## src/rtl/burst_col_pkg.sv

```systemverilog
package burst_col_pkg;

  localparam int FIELD_W = 3;
  localparam int LOW_W   = 2;

  typedef struct packed {
    logic               load;
    logic [FIELD_W-1:0] beat;
  } seqCmd_t;

endpackage

```

## src/rtl/burst_col_ctrl.sv

```systemverilog
module burst_col_ctrl
  import burst_col_pkg::*;
(
  input  logic    clk,
  input  logic    rst_n,
  input  logic    startStb,
  input  logic    lenEight,
  output seqCmd_t cmd,
  output logic    colValid,
  output logic    firstBeat,
  output logic    lastBeat,
  output logic    startDropped
);

  logic               busy;
  logic               lenReg;
  logic [FIELD_W-1:0] beatCnt;
  logic [FIELD_W-1:0] finalIdx;
  logic               atLast;
  logic               accept;

  assign finalIdx = lenReg ? FIELD_W'(7) : FIELD_W'(3);
  assign atLast   = busy && (beatCnt == finalIdx);
  assign accept   = startStb && (!busy || atLast);

  always_ff @(posedge clk or negedge rst_n) begin
    if (!rst_n) begin
      busy         <= 1'b0;
      lenReg       <= 1'b0;
      beatCnt      <= '0;
      startDropped <= 1'b0;
    end else begin
      startDropped <= startStb && busy && !atLast;
      if (accept) begin
        busy    <= 1'b1;
        lenReg  <= lenEight;
        beatCnt <= '0;
      end else if (atLast) begin
        busy    <= 1'b0;
      end else if (busy) begin
        beatCnt <= beatCnt + 1'b1;
      end
    end
  end

  assign cmd.load  = accept;
  assign cmd.beat  = beatCnt;
  assign colValid  = busy;
  assign firstBeat = busy && (beatCnt == '0);
  assign lastBeat  = atLast;

endmodule

```

## src/rtl/burst_col_dp.sv

```systemverilog
module burst_col_dp
  import burst_col_pkg::*;
#(
  parameter int COL_W = 10
) (
  input  logic             clk,
  input  logic             rst_n,
  input  seqCmd_t          cmd,
  input  logic [COL_W-1:0] startCol,
  input  logic             modeIlv,
  output logic [COL_W-1:0] colOut
);

  localparam int UP_W = COL_W - FIELD_W;

  logic [COL_W-1:0]   baseCol;
  logic               ilvReg;
  logic [LOW_W-1:0]   lowBits;
  logic               halfBit;
  logic [FIELD_W-1:0] offs;

  always_ff @(posedge clk or negedge rst_n) begin
    if (!rst_n) begin
      baseCol <= '0;
      ilvReg  <= 1'b0;
    end else if (cmd.load) begin
      baseCol <= startCol;
      ilvReg  <= modeIlv;
    end
  end

  assign offs = baseCol[FIELD_W-1:0];

  always_comb begin
    if (ilvReg) lowBits = offs[LOW_W-1:0] ^ cmd.beat[LOW_W-1:0];
    else        lowBits = offs[LOW_W-1:0] + cmd.beat[LOW_W-1:0];
    // beat index bit 2 is only ever set in an eight-beat burst
    halfBit = offs[2] ^ cmd.beat[2];
  end

  generate
    if (UP_W > 0) begin : g_upper
      assign colOut = {baseCol[COL_W-1:FIELD_W], halfBit, lowBits};
    end else begin : g_bare
      assign colOut = {halfBit, lowBits};
    end
  endgenerate

endmodule

```

## src/rtl/burst_col_seq.sv

```systemverilog
module burst_col_seq
  import burst_col_pkg::*;
#(
  parameter int COL_W = 10
) (
  input  logic             clk,
  input  logic             rst_n,
  input  logic             startStb,
  input  logic [COL_W-1:0] startCol,
  input  logic             lenEight,
  input  logic             modeIlv,
  output logic [COL_W-1:0] colOut,
  output logic             colValid,
  output logic             firstBeat,
  output logic             lastBeat,
  output logic             startDropped
);

  seqCmd_t cmd;

  burst_col_ctrl u_ctrl (
    .clk(clk), .rst_n(rst_n), .startStb(startStb), .lenEight(lenEight),
    .cmd(cmd), .colValid(colValid), .firstBeat(firstBeat),
    .lastBeat(lastBeat), .startDropped(startDropped)
  );

  burst_col_dp #(.COL_W(COL_W)) u_dp (
    .clk(clk), .rst_n(rst_n), .cmd(cmd), .startCol(startCol),
    .modeIlv(modeIlv), .colOut(colOut)
  );

endmodule

```

## config.mk

```make
export PLATFORM = sky130hd
export DESIGN_NAME = burst_col_seq
export DESIGN_NICKNAME = d
export VERILOG_FILES = /design/src/rtl/burst_col_pkg.sv /design/src/rtl/burst_col_ctrl.sv /design/src/rtl/burst_col_dp.sv /design/src/rtl/burst_col_seq.sv
export SDC_FILE = /design/constraint.sdc
export NUM_CORES = 1
export LEC_CHECK = 0
export ABC_AREA = 0
export BUFFER_PORTS_ARGS = -buffer_cell sky130_fd_sc_hd__buf_2
export CORE_MARGIN = 4
export CORE_UTILIZATION = 55
export DETAILED_ROUTE_END_ITERATION = 7
export PLACE_DENSITY_LB_ADDON = 0.25
export SYNTH_ARGS = -nofsm -noshare
export SYNTH_HDL_FRONTEND = slang
export SYNTH_SLANG_ARGS = --single-unit
export TNS_END_PERCENT = 100
```

## constraint.sdc

```tcl
create_clock -name clk -period 4.6 [get_ports clk]
set_clock_uncertainty 0.2 [all_clocks]
set_input_delay 0.23 -clock clk [delete_from_list [all_inputs] [get_ports clk]]
set_output_delay 0.23 -clock clk [all_outputs]
set_load 0.005 [all_outputs]
```

==> impl_metrics.toml <==
[status]
outcome = "complete, no violations"

[setup_path]
cp_cell_sequence = "xnor2_4 > and3_1 > buf_2"
cp-start-kind = "flip-flop"
max_stage_delay_ns = 0.61
cp.required_ns = 4.17
end_kind = "output pin"
critPathMaxFanout = 25
cp.arrival_ns = 1.78
cp_slowest_cell = "xnor2_4"
critPathKind = "reg -> out"

[synthesis]
yosys_warnings = 0
ys_ff_latch = 17
syn_nets = 143
yosysTopAreaCellShare_pct = 36.64
yosys.area.top_type = "dfrtp_1"
ys_types = 28
synth_ff_type = "dfrtp_1"
synth-seq-area-share_pct = 36.64
syn_avg_cell_area_um2 = 9.289
netlist_instances = 125
synth_area_leaders = "dfrtp_1 (37%), a221oi_1 (8.3%), nor2b_1 (7.5%)"
syn_area_um2 = 1161
async_flop_share_pct = 100.0
synth_edf_count = 0

[cts]
tritoncts = "done"
ctsRootBufferMaster = "clkbuf_4"
cts_buffers = 3
path_clk_slew_ns = 0.11
clkLatencyLatePin_ns = 0.29
cts-htree-levels = 1
post_cts_buffers = 0
post_cts_resize_count = 0
cts_buffer_depth = 2
clock-sinks = 17

[sta]
final_hold_viol_count = 0
maxSlewHeadroom_pct = 47.78
rsz0062_at_grt = "no"
tns_ns = 0
setup_viol = 0
final_max_slew_viol_count = 0
post-route-min-period_ns = 2.213
worstMarginPinSlew_ns = 0.7817
clock.fmax_mhz = 451.8
period_share_pct = 48.12

[floorplan]
boundaryPins = 29
die_h_um = 53.95
die-area_um2 = 2910
row_count = 16
coreArea_um2 = 1982
start_util_pct = 58.59
die_w_um = 53.95

[detailed_routing]
firstDrtPassIters = 4
post_drt_wl_per_cell_um = 15.18
via_per_inst = 5.952
drt_iter0_drc = 21
drtAntennaViolNets = 0
wl_mm = 2.535
vias = 994
drc = 0

[global_routing]
grt_pass1_wl_mm = 4.278
grtUsageTotal_pct = 20.10
grt_pass1_vias = 994
grt.overflow.total = 0
antenna_found_initial = 0
grt_max_degree = 30

[final_layout]
ff_latch_area_um2 = 425.4
final_core_util_pct = 64.14
nFillCells = 168
mostFrequentLayoutCell = "buf_2"
area_growth_pct = 9.483
antenna-diode-count = 0
final_cell_mix = "buf_2 (28), dfrtp_1 (17), nand2_1 (14), nor2b_1 (14)"
multi_input_area_um2 = 600.6
layout.nets = 159
drive_above_1_share_pct = 23.57
stdcell_area_um2 = 1271

[power]
p_leak_nw = 0.5405
irDropWorstVdd_uv = 483.3
cellPowerDensity_nw_per_um2 = 722.6

[placement]
place_congestion = 0.7297
placed_area_um2 = 1215
io_buffers = 28
hpwl_mm = 1.701

[job]
drv_cap = 0

[worst_hold_path]
hold_class = "in -> reg"
## metrics by stage
stage / worst slack (ns) / hold slack (ns) / std cells / total power [mW]
CTS: 2.394 / 0.001602 / 167 / 0.9241
finish: 2.387 / 0.003765 / 167 / 0.9185
global placement: 2.500 / -0.02169 / 160 / 0.8110
global route: 2.216 / 0.007420 / 167 / 1.012
floorplan: 2.972 / -0.2656 / 125 / 0.7462
detailed placement: 2.407 / -0.01677 / 160 / 0.8370
## worst max-delay path, delay by kind of cell, from the launching register on
family	cells	cell delay, ns
xor+xnor	1	0.61
buf+inv	1	0.11
flops	1	0.53
simple gates	1	0.24
## cells in the mapped netlist (2+ instances only)
cell      number
a211o_1        2
a32o_1         2
buf_4         11
clkbuf_1       4
inv_1          4
buf_2          3
xnor2_1        2
nand4_1       11
o211ai_1      11
nor2b_1       14
ha_1           3
a221oi_1      11
nand2_1       14
dfrtp_1       17
buf_1          2
nor2_1         2
## cell type report
type | count | share of cell area, %
clock buffers | 4 | 2.067
inverters | 4 | 1.181
well taps | 27 | 2.657
flip-flops and latches | 17 | 33.46
multi-input cells | 84 | 47.24
repair buffers | 31 | 13.39
## where the power goes
group          total [mW]  internal [mW]  switching [mW]  leakage [nW]
combinational       0.507          0.243           0.265         0.353
sequential          0.327          0.224           0.103         0.173
clock              0.0842         0.0337          0.0504        0.0150
total               0.919          0.500           0.418         0.541
## what timing repair did
action | in CTS | in global routing
endpoints found under the setup margin | 0 | 0
hold buffers | 3 | 0
endpoints found under the hold margin | 19 | 0
## logic make-up after synthesis
group | synth area share, %
AOI/OAI and AO/OA | 20.04
xor gates and xnor gates | 4.634
muxes | 1.832
adders and majority gates | 3.233
DFF | 36.64
and+or+nand+nor | 21.98
buffers and inverters | 11.64
## path summary, 6_finish.rpt
path	start	end	slack [ns]	depth (start not counted)
worst max register to register	u_ctrl.beatCnt[0]	u_dp.baseCol[2]	2.39	4
min in group asynchronous	rst_n	u_dp.baseCol[3]	0.18	2
worst min register to register	u_dp.baseCol[7]	u_dp.baseCol[7]	0.38	2
worst max-delay path	u_ctrl.beatCnt[2]	lastBeat	2.39	3
worst min-delay path	startCol[5]	u_dp.baseCol[5]	0.004	3
max in group asynchronous	rst_n	u_dp.baseCol[5]	3.74	2
## flip-flops by register name, indices dropped and copies added (netlist names)
name,cells
u_dp.baseCol,10
u_ctrl.beatCnt,3
u_ctrl.colValid,1
u_ctrl.lenReg,1
u_ctrl.startDropped,1
u_dp.ilvReg,1
## metal layers
| metal | vias to the layer above | share of wire (%) | GRT usage (%) |
|---|---|---|---|
| met4 | 0 | 0.99 | 8.936 |
| met1 | 481 | 44 | 25.35 |
| met5 | - | 0 | 0 |
| met3 | 4 | 4.9 | 3.047 |
| met2 | 30 | 50 | 33.67 |
| li1 | 479 | - | - |
(Power assumes the default switching activity.)
